### config.mk
export PLATFORM = sky130hd
export DESIGN_NAME = fpp_exc_postproc
export DESIGN_NICKNAME = d
export VERILOG_FILES = /design/src/rtl/fpp_pkg.sv /design/src/rtl/fpp_mode_decode.sv /design/src/rtl/fpp_result_mux.sv /design/src/rtl/fpp_wrap_counter.sv /design/src/rtl/fpp_exc_postproc.sv
export SDC_FILE = /design/constraint.sdc
export NUM_CORES = 1
export LEC_CHECK = 0
export ABC_AREA = 1
export BUFFER_PORTS_ARGS = -buffer_cell sky130_fd_sc_hd__buf_2
export CORE_MARGIN = 2
export CORE_UTILIZATION = 44
export CTS_CLUSTER_DIAMETER = 30
export DETAILED_ROUTE_END_ITERATION = 8
export GPL_TIMING_DRIVEN = 0
export HOLD_SLACK_MARGIN = 0.02
export PLACE_DENSITY_LB_ADDON = 0.3
export SETUP_SLACK_MARGIN = 0.5
export SLEW_MARGIN = 5
export SYNTH_ARGS = -nofsm -noshare
export SYNTH_HDL_FRONTEND = slang
export SYNTH_SLANG_ARGS = --single-unit
export TNS_END_PERCENT = 100
### constraint.sdc
create_clock -name clk -period 1.75 [get_ports clk]
set_input_delay 0.525 -clock clk [delete_from_list [all_inputs] [get_ports clk]]
set_output_delay 0.525 -clock clk [all_outputs]
set_load 0.05 [all_outputs]
### src/rtl/fpp_pkg.sv
package fpp_pkg;
    localparam int NEXC  = 5;
    localparam int EX_NX = 0;
    localparam int EX_UF = 1;
    localparam int EX_OF = 2;
    localparam int EX_DZ = 3;
    localparam int EX_NV = 4;

    typedef enum logic [1:0] {
        MODE_IEEE    = 2'b00,
        MODE_SIGNAL  = 2'b01,
        MODE_FINITE  = 2'b10,
        MODE_WRAPINH = 2'b11
    } exc_mode_e;

    typedef enum logic {
        OP_ARITH   = 1'b0,
        OP_WRAPCNT = 1'b1
    } op_kind_e;

    typedef struct packed {
        logic trap;
        logic inhibit;
        logic wrap_of;
        logic wrap_uf;
        logic fin_big;
        logic fin_zero;
    } action_t;
endpackage

### src/rtl/fpp_mode_decode.sv
module fpp_mode_decode
    import fpp_pkg::*;
(
    input  logic [NEXC-1:0]   flags,
    input  logic [2*NEXC-1:0] modes,
    output action_t           act
);
    exc_mode_e       sel [NEXC];
    logic [NEXC-1:0] sig_hit;

    for (genvar i = 0; i < NEXC; i++) begin : g_exc
        assign sel[i]     = flags[i] ? exc_mode_e'(modes[2*i +: 2]) : MODE_IEEE;
        assign sig_hit[i] = (sel[i] == MODE_SIGNAL);
    end

    always_comb begin
        act          = '0;
        act.trap     = |sig_hit;
        act.inhibit  = (sel[EX_DZ] == MODE_WRAPINH) || (sel[EX_NV] == MODE_WRAPINH);
        act.wrap_of  = (sel[EX_OF] == MODE_WRAPINH);
        act.wrap_uf  = (sel[EX_UF] == MODE_WRAPINH);
        act.fin_big  = (sel[EX_OF] == MODE_FINITE) || (sel[EX_DZ] == MODE_FINITE);
        act.fin_zero = (sel[EX_UF] == MODE_FINITE);
    end
endmodule

### src/rtl/fpp_result_mux.sv
module fpp_result_mux
    import fpp_pkg::*;
#(
    parameter int EXP_W  = 11,
    parameter int FRAC_W = 52,
    localparam int W     = 1 + EXP_W + FRAC_W,
    localparam int XW    = EXP_W + 2
) (
    input  action_t         act,
    input  logic [W-1:0]    dflt,
    input  logic            sign,
    input  logic [XW-1:0]   exp_wide,
    input  logic [FRAC_W-1:0] frac,
    output logic [W-1:0]    res
);
    localparam logic [XW:0]  WBIAS  = (XW+1)'(3 << (EXP_W - 2));
    localparam logic [W-2:0] MAXMAG = {{(EXP_W-1){1'b1}}, 1'b0, {FRAC_W{1'b1}}};

    logic [XW:0]        ext, down, up;
    logic [EXP_W-1:0]   dexp;
    logic [FRAC_W-1:0]  dfrac;
    logic               is_inf, is_tiny;

    assign ext     = {exp_wide[XW-1], exp_wide};
    assign down    = ext - WBIAS;
    assign up      = ext + WBIAS;
    assign dexp    = dflt[W-2 -: EXP_W];
    assign dfrac   = dflt[FRAC_W-1:0];
    assign is_inf  = (dexp == {EXP_W{1'b1}}) && (dfrac == {FRAC_W{1'b0}});
    assign is_tiny = (dexp == {EXP_W{1'b0}});

    always_comb begin
        res = dflt;
        if (act.wrap_of)
            res = {sign, down[EXP_W-1:0], frac};
        else if (act.wrap_uf)
            res = {sign, up[EXP_W-1:0], frac};
        else if (act.fin_big && is_inf)
            res = {dflt[W-1], MAXMAG};
        else if (act.fin_zero && is_tiny)
            res = {dflt[W-1], {(W-1){1'b0}}};
    end
endmodule

### src/rtl/fpp_wrap_counter.sv
module fpp_wrap_counter #(
    parameter int CNT_W = 16
) (
    input  logic             clk,
    input  logic             rst,
    input  logic             step_en,
    input  logic             last_of,
    input  logic             last_uf,
    output logic [CNT_W-1:0] count
);
    always_ff @(posedge clk) begin
        if (rst)
            count <= '0;
        else if (step_en) begin
            if (last_of)
                count <= count + 1'b1;
            else if (last_uf)
                count <= count - 1'b1;
        end
    end
endmodule

### src/rtl/fpp_exc_postproc.sv
module fpp_exc_postproc
    import fpp_pkg::*;
#(
    parameter int EXP_W  = 11,
    parameter int FRAC_W = 52,
    parameter int CNT_W  = 16,
    localparam int W     = 1 + EXP_W + FRAC_W,
    localparam int XW    = EXP_W + 2
) (
    input  logic              clk,
    input  logic              rst,
    input  logic              in_valid,
    input  logic              in_op,
    input  logic [2*NEXC-1:0] in_mode,
    input  logic [NEXC-1:0]   in_flags,
    input  logic [W-1:0]      in_default,
    input  logic              in_sign,
    input  logic [XW-1:0]     in_exp,
    input  logic [FRAC_W-1:0] in_frac,
    output logic              out_valid,
    output logic [W-1:0]      out_result,
    output logic              out_wen,
    output logic              out_trap,
    output logic [NEXC-1:0]   out_flags,
    output logic              br_inhibit,
    output logic [CNT_W-1:0]  wrap_count
);
    action_t      act;
    logic [W-1:0] mux_res;
    logic         fire_arith, fire_wrap;
    logic         last_of, last_uf;

    assign fire_arith = in_valid && (in_op == OP_ARITH);
    assign fire_wrap  = in_valid && (in_op == OP_WRAPCNT);

    fpp_mode_decode u_dec (
        .flags (in_flags),
        .modes (in_mode),
        .act   (act)
    );

    fpp_result_mux #(.EXP_W(EXP_W), .FRAC_W(FRAC_W)) u_mux (
        .act      (act),
        .dflt     (in_default),
        .sign     (in_sign),
        .exp_wide (in_exp),
        .frac     (in_frac),
        .res      (mux_res)
    );

    fpp_wrap_counter #(.CNT_W(CNT_W)) u_cnt (
        .clk     (clk),
        .rst     (rst),
        .step_en (fire_wrap),
        .last_of (last_of),
        .last_uf (last_uf),
        .count   (wrap_count)
    );

    always_ff @(posedge clk) begin
        if (rst) begin
            out_valid  <= 1'b0;
            out_result <= '0;
            out_wen    <= 1'b0;
            out_trap   <= 1'b0;
            out_flags  <= '0;
            br_inhibit <= 1'b0;
            last_of    <= 1'b0;
            last_uf    <= 1'b0;
        end else begin
            out_valid <= fire_arith;
            out_wen   <= fire_arith && !act.trap && !act.inhibit;
            out_trap  <= fire_arith && act.trap;
            out_flags <= fire_arith ? in_flags : '0;
            if (fire_arith) begin
                out_result <= mux_res;
                br_inhibit <= act.inhibit;
                last_of    <= in_flags[EX_OF];
                last_uf    <= in_flags[EX_UF];
            end
        end
    end
endmodule

Word level (Yosys, flattened, before mapping)
Index checks and enable logic that the tools add are counted.
W data, S select, Z words.
- register bits: 91
- output and inout bits: 89
- $add $sub $neg: 4
- equal/unequal tests: 13
- muxes and demuxes: 11
- bitwise gates (word level): 2
- reductions and logical operators: 18
- operator list (cell ; count):
    $mux W64 ; 2
    $mux W63 ; 2
    $logic_not A52 Y1 ; 1
    $mux W16 ; 2
    $add A16 B1 Y16 const B ; 1
    $sub A16 B1 Y16 const B ; 1
    $eq A2 B2 Y1 const B ; 7
    $add A11 B10 Y11 const B ; 1
    $eq A11 B11 Y1 const B ; 1
    $logic_not A11 Y1 ; 1
    $sub A11 B10 Y11 const B ; 1
    $eq A2 B1 Y1 const B ; 5
    $mux W2 ; 5
    $logic_and A1 B1 Y1 ; 8
    $reduce_or A5 Y1 ; 1
    $logic_not A1 Y1 ; 2
    $logic_or A1 B1 Y1 ; 2
    $not A1 Y1 ; 2
    $reduce_and A2 Y1 ; 1
    $reduce_bool A2 Y1 ; 1
    $reduce_or A2 Y1 ; 1

Depth between registers and ports, before layout
Gate-level depths: netlist of run 1.
- word-level depth: 7
- depth in mapped cells: 12
- gate-level depth less buffers: 12

Modules after synthesis
Synthesis of run 1 repeated with hierarchy kept, for this count alone.
- cell total of the unflattened synthesis: 1165
- area total of the unflattened synthesis: 6612.6 um^2
- modules (own cells, without submodules) (module ; instances ; cells each ; area each (um^2)):
    fpp_exc_postproc ; 1 ; 456 ; 3090.5
    fpp_result_mux ; 1 ; 422 ; 1889.3
    fpp_wrap_counter ; 1 ; 263 ; 1527.7
    fpp_mode_decode ; 1 ; 24 ; 105.1

Worst setup path before layout of run 1
Ideal clock, no wire load.
- path type: register to register
- start: register u_cnt.count[3]
- end: register u_cnt.count[14]
- setup time: 0.109 ns
- arrival: 1.721 ns
- data required time: 1.641 ns
- path slack: -0.080 ns
- stages on the path, launching flop included: 12
- path buffers: 0
- cells stage by stage: dfxtp_1 -> ha_1 -> a21oi_1 -> nand2_1 -> nand2_1 -> nand2_1 -> nand3_1 -> nand2_1 -> nand2_1 -> nand3_1 -> nand2_1 -> inv_1
- cells in the longest elaborated chain, start to end: 3
- ends and longest elaborated chain (what ; RTL line ; RTL):
    start: declaration ; fpp_wrap_counter.sv:9 ; output logic [CNT_W-1:0] count
    start signal: assignment ; fpp_wrap_counter.sv:16 ; count <= count + 1'b1;
    start signal: assignment ; fpp_wrap_counter.sv:18 ; count <= count - 1'b1;
    $sub A16 B1 Y16 ; fpp_wrap_counter.sv:18 ;
    $mux W16 ; fpp_wrap_counter.sv:17 ; else if (last_uf)
    $mux W16 * ; fpp_wrap_counter.sv:15 ; if (last_of)
Mark *: on every way between the ends. The rest lies on a longest branch, timed or not. The select of a mux whose other input is x is not followed.
A chain may end at the register's enable or synchronous reset.

Final worst setup path of run 1
- start: register last_of
- end: register u_cnt.count[14]
- cells in the longest elaborated chain, start to end: 2
- ends and longest elaborated chain (what ; RTL line ; RTL):
    start: declaration ; fpp_exc_postproc.sv:31 ; logic last_of, last_uf;
    start signal: assignment ; fpp_exc_postproc.sv:78 ; last_of <= in_flags[EX_OF];
    $reduce_bool A2 Y1 (no source line) ; -- ;
    $reduce_and A2 Y1 (no source line) ; -- ;
Parallel ways exist; a longest one is shown, timed or not.

==> impl_metrics.sql, run 1 <==
INSERT INTO impl_metrics (metric_group, metric, value, unit) VALUES
('setup_path', 'setup.worst_path.class', 'reg -> reg', ''),
('clock_network', 'cts_max_level', '3', ''),
('clock_network', 'cts_buffers', '9', ''),
('hold_path', 'hold_class', 'in -> reg', ''),
('run', 'drv_cap', '0', ''),
('die', 'starting_utilization_of_the_core_area', '44.6', '%'),
('route', 'detailroute.wirelength.met3', '2050', 'um'),
('sta', 'timing.fmax', '574', 'MHz'),
('global_route', 'grt_first_pass_wirelength', '34900', 'um'),
('sta', 'worst_relative_slew_slack', '44.5', '%'),
('run_status', 'outcome', 'finished clean', ''),
('setup_path', 'critPathMaxFanout', '7', ''),
('route', 'route.antenna.remaining_nets', '0', ''),
('yosys', 'syn_area_per_cell', '6.57', 'um2'),
('sta', 'transition_at_the_pin_with_the_smallest_max_transition_slack', '0.833', 'ns'),
('power_and_ir_drop', 'power.leakage', '4.60', 'nW'),
('die', 'io-pin-count', '238', ''),
('die', 'die_h', '119', 'um'),
('setup_path', 'arrival_time_at_the_worst_endpoint', '2.00', 'ns'),
('route', 'dr.first_iter.drc_count', '561', ''),
('yosys', 'synth_top_cells_by_area', 'dfxtp_1, nand2_1, a21oi_2', ''),
('sta', 'timing.final.crit_period', '1.74', 'ns'),
('sta', 'final.hold.worst_slack', '0.391', 'ns'),
('route', 'detail_route.vias_per_cell', '5.52', ''),
('place', 'dp_hpwl', '15000', 'um'),
('yosys', 'synth.cells.most_frequent', 'nand2_1, nor2_1, a21oi_2', ''),
('place', 'gp_routability_congestion', '0.949', ''),
('clock_network', 'cts_num_sinks', '91', ''),
('clock_network', 'clkTransAtPathRegs', '0.08', 'ns'),
('yosys', 'synthDominantCellAreaShare', '31.2', '%'),
('route', 'drt_pre_antenna_iters', '6', ''),
('power_and_ir_drop', 'power_density', '648', 'nW/um2'),
('clock_network', 'clk-insertion-delay-late', '0.36', 'ns'),
('route', 'routedLengthMet1', '9070', 'um'),
('sta', 'pins_over_their_slew_limit', '0', ''),
('clock_network', 'clock_tree.root_cell', 'clkbuf_16', ''),
('power_and_ir_drop', 'worst_ir_drop_vdd', '528', 'uV'),
('global_route', 'grt_max_degree', '18', ''),
('yosys', 'synth_edf_count', '0', ''),
('yosys', 'ys_seq_elements', '91', ''),
('finish', 'area.growth.synth_to_final', '78.6', '%'),
('setup_path', 'critical_path.startpoint_type', 'register', ''),
('route', 'wl_met2', '12900', 'um'),
('sta', 'fin_skew', '0.00620', 'ns'),
('power_and_ir_drop', 'post-layout-total-power', '6.74', 'mW'),
('route', 'wire_per_inst', '18.7', 'um'),
('clock_network', 'clock_tree_from_tritoncts', 'done', ''),
('yosys', 'yosysMostFrequentCell', 'nand2_1', ''),
('die', 'row_count', '42', ''),
('finish', 'num-fill-cells', '759', ''),
('global_route', 'antenna_found_initial', '1', ''),
('clock_network', 'clockBufferDepth', '2', ''),
('die', 'dieWidth', '119', 'um'),
('sta', 'timing_hold_violations_final', '0', ''),
('route', 'vias', '7572', ''),
('yosys', 'ys_seq_area_share', '31.2', '%'),
('yosys', 'synth_cell_types', '35', ''),
('die', 'area_enclosed_by_the_die_boundary', '14200', 'um2'),
('finish', 'post_route_cells_drive_above_1_share', '62.9', '%'),
('finish', 'final_core_utilization', '79.6', '%'),
('sta', 'rsz0062_at_grt', 'yes', ''),
('global_route', 'global_route.usage.total', '30.9', '%'),
('yosys', 'number_of_standard_cells_after_synthesis', '887', ''),
('route', 'drc', '0', ''),
('yosys', 'predominant_post_synthesis_flop_cell', 'dfxtp_1', ''),
('yosys', 'mappedNetlistArea', '5830', 'um2'),
('setup_path', 'timing.critical_path.to_type', 'register', ''),
('yosys', 'synth_fp_nets', '1051', ''),
('place', 'portBuffers', '234', ''),
('finish', 'final_design_area_no_fill', '10400', 'um2'),
('sta', 'fin_crit_sh', '99.6', '%'),
('finish', 'nNetsFinal', '1353', ''),
('setup_path', 'critPathRequiredTime', '2.01', 'ns'),
('route', 'total_routed_wirelength', '25600', 'um'),
('sta', 'setup-violations-final', '0', ''),
('die', 'floorplan.core_area', '13100', 'um2'),
('yosys', 'synth_top_area_cell', 'dfxtp_1', ''),
('yosys', 'synth-async-reset-ratio', '0', '%'),
('global_route', 'first_global_vias', '7034', ''),
('yosys', 'synth.yosys.warnings', '0', ''),
('place', 'place_area', '7570', 'um2'),
('global_route', 'overflow', '0', ''),
('route', 'top_metal_layer_carrying_routed_signals', 'met4', '');
-- through the flow --
| stage | setup WS [ns] | std cells | TNS (ns) |
|---|---|---|---|
| 6_report | 0.00768 | 1371 | 0 |
| 5_1_grt | -0.0982 | 1370 | -0.370 |
| 4_1_cts | 0.0814 | 1343 | 0 |
| 3_5_place_dp | -0.131 | 1297 | -5.38 |
| 3_3_place_gp | -0.130 | 1297 | -5.14 |
| 2_1_floorplan | 0.212 | 887 | 0 |
-- kinds of logic (layout without fill, tap and decap cells) --
group | count (synthesis) | after routing | synth area share (%)
XOR/XNOR | 8 | 8 | 1.20
adder cells (fa/ha/maj) | 15 | 15 | 3.35
buffers and inverters | 105 | 410 | 8.71
AND/OR/NAND/NOR | 500 | 502 | 34.0
AO/OA/AOI/OAI | 168 | 168 | 21.5
flip-flops | 91 | 91 | 31.2
other | 0 | 1 | 0
-- routing by layer --
layer	vias up	global-route usage [%]
met4	0	14.4
li1	3445	-
met3	139	8.24
met1	3549	34.4
met2	439	54.6
met5	-	0
-- area by class of cell --
class	instances	area (um2)	area share [%]
Buffer	48	372	3.57
Sequential cell	91	1970	18.9
Clock buffer	10	239	2.30
Multi-Input combinational cell	693	4440	42.7
Tap cell	176	220	2.11
Clock inverter	6	52.6	0.505
Timing Repair inverter	1	11.3	0.108
Timing Repair Buffer	288	2850	27.4
Inverter	57	249	2.39
Antenna cell	1	2.50	0.0240
-- cells in the final DEF (no fill, tap or decap), types with 5 or more instances in the layout --
| master | count |
|---|---|
| a21oi_1 | 21 |
| clkbuf_2 | 7 |
| buf_6 | 52 |
| nor2_4 | 16 |
| o21ai_1 | 7 |
| buf_2 | 114 |
| nor2_2 | 21 |
| inv_2 | 5 |
| a21oi_2 | 106 |
| clkbuf_16 | 11 |
| ha_4 | 13 |
| o211ai_1 | 8 |
| buf_8 | 104 |
| o21ai_0 | 12 |
| inv_1 | 46 |
| nand2_1 | 133 |
| nand4_1 | 6 |
| clkbuf_1 | 11 |
| dfxtp_4 | 15 |
| dfxtp_2 | 75 |
| nand3_4 | 5 |
| nand2_2 | 109 |
| buf_4 | 44 |
| nand2_4 | 18 |
| nor2_1 | 160 |
| nand3_2 | 6 |
| nand3_1 | 20 |
-- critical path: stages (launching register included) --
cell and delay, ns:
dfxtp_4 0.45, inv_8 0.09, fa_2 0.38, nand3_2 0.08, nand2_2 0.08, nand2_1 0.09
nand2_2 0.08, nand3_2 0.09, nand2_1 0.06, nand2_1 0.07, nand3_1 0.08, nand2_1 0.07
inv_1 0.03
-- path summary, 6_finish.rpt --
kind	from	to	slack (ns)	cells past startpoint
worst min-delay path	in_flags[0]	out_flags[0]	0.39	3
worst min register to register	out_result[2]	out_result[2]	0.48	2
worst max-delay path	last_of	u_cnt.count[14]	0.008	12
worst max register to register	last_of	u_cnt.count[14]	0.008	12
-- sequential cells by signal, summed over array words and instances, names as in the netlist --
signal	count
last_of	1
out_flags	5
br_inhibit	1
out_trap	1
out_result	64
out_wen	1
u_cnt.count	16
last_uf	1
out_valid	1
-- where the power goes --
group	leakage [nW]	internal [mW]	switching, mW	total (mW)
registers	0.787	2.18	0.116	2.30
clock network	0.144	1.03	0.980	2.01
logic	3.66	1.05	1.38	2.43
total	4.60	4.26	2.48	6.74
-- timing repair --
item / in CTS / in global routing
hold buffers: 0 / 0
resized for setup: 417 / 258
cloned: 10 / 2
setup endpoints to repair: 165 / 169
pin swaps: 39 / 89
setup buffers: 20 / 25
Note: power is estimated with default switching activity, not from simulation.
==> run 2, diff against run 1 <==
- CORE_MARGIN: 2 -> 3
==> run 2 against run 1 <==
- the flow now finishes with violations (setup timing)
- core utilization is 5.9 points higher
- worst hold slack better by 0.017 ns
- clock-buffer cell count is 3 higher
- sequential share of layout area is 0.86 points lower
- sequential power hardly changed
- via count is 7.6% higher
- design area is 4.8% higher
- critical endpoint is now u_cnt.count[15]
==> impl_metrics.sql, run 2 (synthesis results as in run 1) <==
INSERT INTO impl_metrics (metric_group, metric, value, unit) VALUES
('sta', 'pins_over_their_slew_limit', '0', ''),
('power_and_ir_drop', 'power_density', '632', 'nW/um2'),
('setup_path', 'rr_startpoint', 'last_of', ''),
('run_status', 'outcome', 'finished, violations left', ''),
('route', 'wire_per_inst', '22.1', 'um'),
('setup_path', 'worstReg2RegEnd', 'u_cnt.count[15]', ''),
('clock_network', 'cts_buffers', '9', ''),
('route', 'dr.first_iter.drc_count', '868', ''),
('finish', 'area.growth.synth_to_final', '87.2', '%'),
('sta', 'setup-violations-final', '4', ''),
('clock_network', 'clk-insertion-delay-late', '0.35', 'ns'),
('setup_path', 'path_cells', 'clkinv_8 -> buf_6 -> ha_4 -> nand2_4 -> inv_1 -> nand2_1 -> nand2_1 -> a21oi_2 -> nand2_1 -> nand2_1 -> nand2_1 -> nand2_1 -> a21oi_1', ''),
('hold_path', 'hold_class', 'in -> reg', ''),
('clock_network', 'clkTransAtPathRegs', '0.07', 'ns'),
('run_status', 'failing_checks', 'setup timing', ''),
('die', 'die_h', '121', 'um'),
('die', 'floorplan.core_area', '12800', 'um2'),
('global_route', 'grt_max_degree', '16', ''),
('route', 'vias', '8147', ''),
('place', 'gp_routability_congestion', '0.929', ''),
('finish', 'largest_register_ff_count', '64', ''),
('finish', 'final_core_utilization', '85.4', '%'),
('clock_network', 'clock_tree_from_tritoncts', 'done', ''),
('finish', 'post_route_cells_drive_above_1_share', '61.9', '%'),
('setup_path', 'timing.critical_path.slowest_stage_cell', 'dfxtp_4', ''),
('clock_network', 'clock_tree.root_cell', 'clkbuf_16', ''),
('setup_path', 'ff2ff_setup_slack', '-0.06', 'ns'),
('finish', 'nNetsFinal', '1366', ''),
('global_route', 'grt_first_pass_wirelength', '36300', 'um'),
('sta', 'postLayoutSetupSlackWorst', '-0.0617', 'ns'),
('route', 'route.antenna.remaining_nets', '0', ''),
('sta', 'timing.fmax', '552', 'MHz'),
('sta', 'worst_relative_slew_slack', '46.7', '%'),
('finish', 'final_cell_mix', 'nand2_1, nor2_1, buf_2', ''),
('setup_path', 'setup.worst_path.class', 'reg -> reg', ''),
('global_route', 'global_route.usage.total', '31.4', '%'),
('finish', 'layout_commonest_cell', 'nand2_1', ''),
('route', 'detail_route.vias_per_cell', '5.90', ''),
('clock_network', 'clockBufferDepth', '2', ''),
('place', 'portBuffers', '234', ''),
('sta', 'timing.final.crit_period', '1.81', 'ns'),
('setup_path', 'crit_path_end', 'u_cnt.count[15]', ''),
('die', 'area_enclosed_by_the_die_boundary', '14700', 'um2'),
('sta', 'fin_crit_sh', '104', '%'),
('setup_path', 'timing.critical_path.to_type', 'register', ''),
('sta', 'transition_at_the_pin_with_the_smallest_max_transition_slack', '0.800', 'ns'),
('global_route', 'first_global_vias', '7207', ''),
('finish', 'final_design_area_no_fill', '10900', 'um2'),
('clock_network', 'cts_num_sinks', '91', ''),
('setup_path', 'reg2reg_depth', '13', ''),
('finish', 'regMostFlops', 'out_result', ''),
('route', 'total_routed_wirelength', '30500', 'um'),
('setup_path', 'critical_path.startpoint_type', 'register', ''),
('sta', 'final.hold.worst_slack', '0.408', 'ns'),
('global_route', 'antenna_found_initial', '1', ''),
('setup_path', 'arrival_time_at_the_worst_endpoint', '2.02', 'ns'),
('power_and_ir_drop', 'worst_ir_drop_vdd', '502', 'uV'),
('setup_path', 'critPathMaxFanout', '7', ''),
('place', 'dp_hpwl', '15300', 'um'),
('finish', 'final-instance-count-excl-fill', '1381', ''),
('clock_network', 'cts_max_level', '3', ''),
('route', 'drc', '0', ''),
('run', 'drv_cap', '0', ''),
('setup_path', 'startpoint', 'last_of', ''),
('power_and_ir_drop', 'power.leakage', '4.79', 'nW'),
('die', 'starting_utilization_of_the_core_area', '45.6', '%'),
('sta', 'timing_hold_violations_final', '0', ''),
('die', 'io-pin-count', '238', ''),
('sta', 'rsz0062_at_grt', 'yes', ''),
('finish', 'num-fill-cells', '557', ''),
('finish', 'top_regs', 'out_result x64, u_cnt.count x16, out_flags x5', ''),
('die', 'row_count', '41', ''),
('place', 'place_area', '7560', 'um2'),
('place', 'numPlacedInstances', '1293', ''),
('setup_path', 'critical-path-max-stage-delay', '0.45', 'ns'),
('sta', 'setup_total_negative_slack', '-0.0994', 'ns'),
('route', 'drt_pre_antenna_iters', '5', ''),
('setup_path', 'critPathMostFrequentCell', 'nand2_1', ''),
('setup_path', 'critPathRequiredTime', '1.95', 'ns'),
('global_route', 'overflow', '0', ''),
('die', 'dieWidth', '121', 'um'),
('sta', 'fin_skew', '0.00676', 'ns');
==> run 2: worst max-delay path: cells and delay by family (launching register included) <==
kind | cells | cell delay (ns)
AO/OA/AOI/OAI | 2 | 0.19
adder cells (fa/ha/maj) | 1 | 0.23
buffers and inverters | 3 | 0.32
flip-flops | 1 | 0.45
AND/OR/NAND/NOR | 7 | 0.46
==> run 2: worst min-delay path by stage <==
stage	from	to	slack, ns	cells after the start
CTS	in_flags[0]	out_flags[0]	0.39	3
finish	in_flags[0]	out_flags[0]	0.41	3
global route	in_flags[0]	out_flags[0]	0.42	3
global placement	out_result[0]	out_result[0]	0.45	2
floorplan	last_uf	last_uf	0.49	1
detailed placement	out_result[2]	out_result[2]	0.45	2
==> run 2: metal layers <==
layer | global-route usage [%] | share of wire (%)
met2 | 55.5 | 48
met5 | 0 | 0
met1 | 34.1 | 33
met3 | 8.81 | 10
met4 | 15.8 | 8.6
==> run 2: through the flow <==
stage / total power [mW] / worst slack [ns]
2_1_floorplan: 3.49 / 0.212
3_3_place_gp: 4.00 / -0.130
3_5_place_dp: 4.02 / -0.155
4_1_cts: 6.29 / 0.0784
5_1_grt: 7.09 / -0.176
6_report: 6.90 / -0.0617
==> run 2: report_power, final <==
| part | internal, mW | total [mW] | switching [mW] |
|---|---|---|---|
| Combinational | 1.09 | 2.60 | 1.51 |
| Sequential | 2.18 | 2.31 | 0.122 |
| Clock | 1.09 | 2.00 | 0.913 |
| Total | 4.35 | 6.90 | 2.55 |
==> run 2: final cells by class <==
cell class	instances	area [um2]	share of cell area, %
Sequential cell	91	1970	18.1
Multi-Input combinational cell	694	4670	42.8
Inverter	57	244	2.24
Timing Repair inverter	1	16.3	0.149
Clock buffer	13	270	2.48
Buffer	48	407	3.73
Clock inverter	3	20.0	0.183
Tap cell	172	215	1.97
Timing Repair Buffer	300	3090	28.4
Antenna cell	2	5.00	0.0459
==> run 2: timing repair <==
action                     4_1_cts  5_1_grt
gates resized for setup        431      286
setup buffers                   23       30
cloned                          13        4
pin swaps                       62      116
hold buffers                     0        0
setup endpoints to repair      165      170
==> run 3, diff against run 2 <==
- ABC_AREA: 1 -> 0
- CORE_UTILIZATION: 44 -> 41
==> run 3 against run 2 <==
- the run still ends with setup timing left
- highest routed layer unchanged
- clock power fell by 17%
- largest cell class unchanged
- critical endpoint is now u_cnt.count[12]
- die area fell by 15%
- total power fell by 12%
==> impl_metrics.sql, run 3 <==
INSERT INTO impl_metrics (metric_group, metric, value, unit) VALUES
('yosys', 'ys_seq_elements', '91', ''),
('finish', 'final_cell_mix', 'buf_2, buf_8, nand2_1', ''),
('finish', 'regMostFlops', 'out_result', ''),
('clock_network', 'clkTransAtPathRegs', '0.10', 'ns'),
('yosys', 'synth_fp_nets', '754', ''),
('yosys', 'syn_area_per_cell', '7.78', 'um2'),
('yosys', 'synth_edf_count', '0', ''),
('finish', 'sequential_cell_area', '1970', 'um2'),
('finish', 'post_route_cells_drive_above_1_share', '60.2', '%'),
('setup_path', 'worstReg2RegEnd', 'u_cnt.count[12]', ''),
('setup_path', 'timing.critical_path.slowest_stage_cell', 'or4_1', ''),
('run_status', 'outcome', 'finished, violations left', ''),
('finish', 'top_regs', 'out_result x64, u_cnt.count x16, out_flags x5', ''),
('sta', 'fin_crit_sh', '138', '%'),
('finish', 'multi_input_comb_area', '3120', 'um2'),
('global_route', 'overflow', '0', ''),
('clock_network', 'clk-insertion-delay-late', '0.37', 'ns'),
('sta', 'timing.final.crit_period', '2.41', 'ns'),
('setup_path', 'reg2reg_depth', '9', ''),
('route', 'drt_pre_antenna_iters', '5', ''),
('clock_network', 'cts_buffers', '9', ''),
('global_route', 'grt_first_pass_wirelength', '30200', 'um'),
('place', 'dp_hpwl', '13500', 'um'),
('route', 'detail_route.vias_per_cell', '5.77', ''),
('global_route', 'antenna_found_initial', '1', ''),
('die', 'floorplan.core_area', '10900', 'um2'),
('route', 'total_routed_wirelength', '20700', 'um'),
('finish', 'largest_register_ff_count', '64', ''),
('power_and_ir_drop', 'worst_ir_drop_vdd', '587', 'uV'),
('sta', 'postLayoutSetupSlackWorst', '-0.661', 'ns'),
('clock_network', 'cts_max_level', '3', ''),
('clock_network', 'clock_tree.root_cell', 'clkbuf_8', ''),
('clock_network', 'post_cts_hold_buffer_count', '0', ''),
('place', 'numPlacedInstances', '964', ''),
('setup_path', 'critical-path-max-stage-delay', '0.42', 'ns'),
('yosys', 'synth.yosys.warnings', '0', ''),
('route', 'dr.first_iter.drc_count', '476', ''),
('run', 'drv_cap', '0', ''),
('yosys', 'mappedNetlistArea', '4590', 'um2'),
('power_and_ir_drop', 'power_density', '709', 'nW/um2'),
('yosys', 'synth_cell_types', '49', ''),
('sta', 'pins_over_their_slew_limit', '0', ''),
('yosys', 'synth_top_area_cell', 'dfxtp_1', ''),
('route', 'vias', '5934', ''),
('run_status', 'failing_checks', 'setup timing', ''),
('sta', 'final.hold.worst_slack', '0.383', 'ns'),
('yosys', 'number_of_standard_cells_after_synthesis', '590', ''),
('route', 'wire_per_inst', '20.1', 'um'),
('hold_path', 'holdPathStages', '3', ''),
('sta', 'rsz0062_at_grt', 'yes', ''),
('yosys', 'synth.cells.most_frequent', 'nand2_1, dfxtp_1, o21ai_0', ''),
('yosys', 'synth_top_cells_by_area', 'dfxtp_1, o21ai_0, nand2_1', ''),
('clock_network', 'clockBufferDepth', '2', ''),
('route', 'drc', '0', ''),
('die', 'io-pin-count', '238', ''),
('setup_path', 'path_cells', 'clkinvlp_4 -> buf_12 -> ha_2 -> o211a_1 -> a21oi_1 -> a311oi_2 -> a21oi_1 -> or4_1 -> nand3_1', ''),
('setup_path', 'timing.critical_path.to_type', 'register', ''),
('finish', 'nNetsFinal', '1046', ''),
('yosys', 'synth-async-reset-ratio', '0', '%'),
('yosys', 'yosysMostFrequentCell', 'nand2_1', ''),
('setup_path', 'rr_startpoint', 'last_of', ''),
('setup_path', 'critical_path.startpoint_type', 'register', ''),
('hold_path', 'hold_class', 'in -> reg', ''),
('place', 'portBuffers', '234', ''),
('hold_path', 'min_delay_worst_endpoint', 'out_result[56]', ''),
('finish', 'layout_commonest_cell', 'buf_2', ''),
('die', 'starting_utilization_of_the_core_area', '42.2', '%'),
('die', 'dieWidth', '112', 'um'),
('finish', 'final-instance-count-excl-fill', '1028', ''),
('clock_network', 'cts_num_sinks', '91', ''),
('clock_network', 'clock_tree_from_tritoncts', 'done', ''),
('setup_path', 'ff2ff_setup_slack', '-0.66', 'ns'),
('power_and_ir_drop', 'post-layout-total-power', '6.10', 'mW'),
('global_route', 'first_global_vias', '5895', ''),
('sta', 'setup-violations-final', '65', ''),
('route', 'route.antenna.remaining_nets', '0', ''),
('sta', 'timing.fmax', '415', 'MHz'),
('setup_path', 'critPathMostFrequentCell', 'a21oi_1', ''),
('yosys', 'predominant_post_synthesis_flop_cell', 'dfxtp_1', ''),
('finish', 'num-fill-cells', '675', ''),
('hold_path', 'hp-start', 'in_default[56]', ''),
('place', 'gp_routability_congestion', '0.934', ''),
('setup_path', 'critPathMaxFanout', '10', ''),
('setup_path', 'setup.worst_path.class', 'reg -> reg', ''),
('die', 'row_count', '38', ''),
('die', 'area_enclosed_by_the_die_boundary', '12500', 'um2'),
('setup_path', 'critPathRequiredTime', '2.07', 'ns'),
('finish', 'area.growth.synth_to_final', '87.6', '%'),
('die', 'die_h', '112', 'um'),
('global_route', 'global_route.usage.total', '30.1', '%'),
('setup_path', 'startpoint', 'last_of', ''),
('power_and_ir_drop', 'power.leakage', '3.65', 'nW'),
('yosys', 'synthDominantCellAreaShare', '39.7', '%'),
('global_route', 'grt_max_degree', '15', ''),
('sta', 'worst_relative_slew_slack', '59.8', '%'),
('setup_path', 'arrival_time_at_the_worst_endpoint', '2.73', 'ns'),
('yosys', 'ys_seq_area_share', '39.7', '%'),
('sta', 'timing_hold_violations_final', '0', ''),
('sta', 'fin_skew', '0.00513', 'ns'),
('sta', 'transition_at_the_pin_with_the_smallest_max_transition_slack', '0.602', 'ns');
==> run 3: changes by cell type in the layout (fill, tap and decap cells not counted), sizes merged, moves of 6 or more <==
cell,delta
a21oi,-55
and3,+9
buf,-27
inv,-54
nand2,-167
nand3,-22
nor2,-174
nor4,+12
o211ai,-6
o21ai,+110
==> run 3: kinds of logic (layout without fill, tap and decap cells) <==
kind of cell | Yosys count | after routing | synth area share, %
AOI/OAI and AO/OA | 239 | 239 | 29.0
buffers and inverters | 46 | 343 | 5.61
adders and majority gates | 15 | 15 | 4.25
xor gates and xnor gates | 11 | 11 | 2.10
other | 0 | 1 | 0
DFF | 91 | 91 | 39.7
muxes | 2 | 2 | 0.436
and+or+nand+nor | 186 | 186 | 18.9
==> run 3: layout make-up <==
cell class	count	share of cell area (%)
inverter	5	0.291
tap	140	2.03
buffer	41	4.55
antenna	1	0.0291
sequential	91	22.9
multi-input combinational	453	36.3
clock buffer	11	1.76
clock inverter	5	0.872
timing repair buffer	281	31.3
==> run 3: report_power, final <==
part,total [mW],internal (mW),switching (mW)
Clock,1.66,0.876,0.786
Combinational,2.13,0.984,1.14
Sequential,2.31,2.19,0.122
Total,6.10,4.05,2.05
==> run 3: repair_timing <==
action	in CTS	in global routing
endpoints found under the hold margin	0	0
endpoints found under the setup margin	168	178
resized for setup	410	90
cloned	7	0
setup buffers	24	16
pin swaps	17	20
==> run 3: worst max-delay path, delay by kind of cell (launching register included) <==
kind            cells  cell delay [ns]
fa+ha+maj           1             0.39
simple gates        2             0.50
buf+inv             2             0.26
compound gates      4             0.81
flops               1             0.37
==> run 3: worst max-delay path by stage <==
stage	to	cells after the start
2_1_floorplan	u_cnt.count[15]	8
3_3_place_gp	out_result[46]	9
3_5_place_dp	out_result[45]	9
4_1_cts	u_cnt.count[15]	11
5_1_grt	u_cnt.count[12]	9
6_report	u_cnt.count[12]	9
==> run 3: per-layer routing <==
metal  part of all wire [%]  track usage, %  wire length [um]
met4                    3.4            11.8               710
met1                     39            35.8              7990
met5                      0               0                 0
met3                    7.6            5.71              1580
met2                     50            53.3             10400
==> run 3: per-stage QoR <==
step	util (%)	area, um2	setup slack (ns)	TNS, ns
finish	79.1	8610	-0.661	-22.80
floorplan	-	4880	-0.622	-9.42
global placement	57.1	6220	-1.05	-62.19
CTS	74.7	8130	-0.597	-17.73
detailed placement	57.1	6220	-1.07	-62.63
global route	79.1	8610	-0.808	-28.71
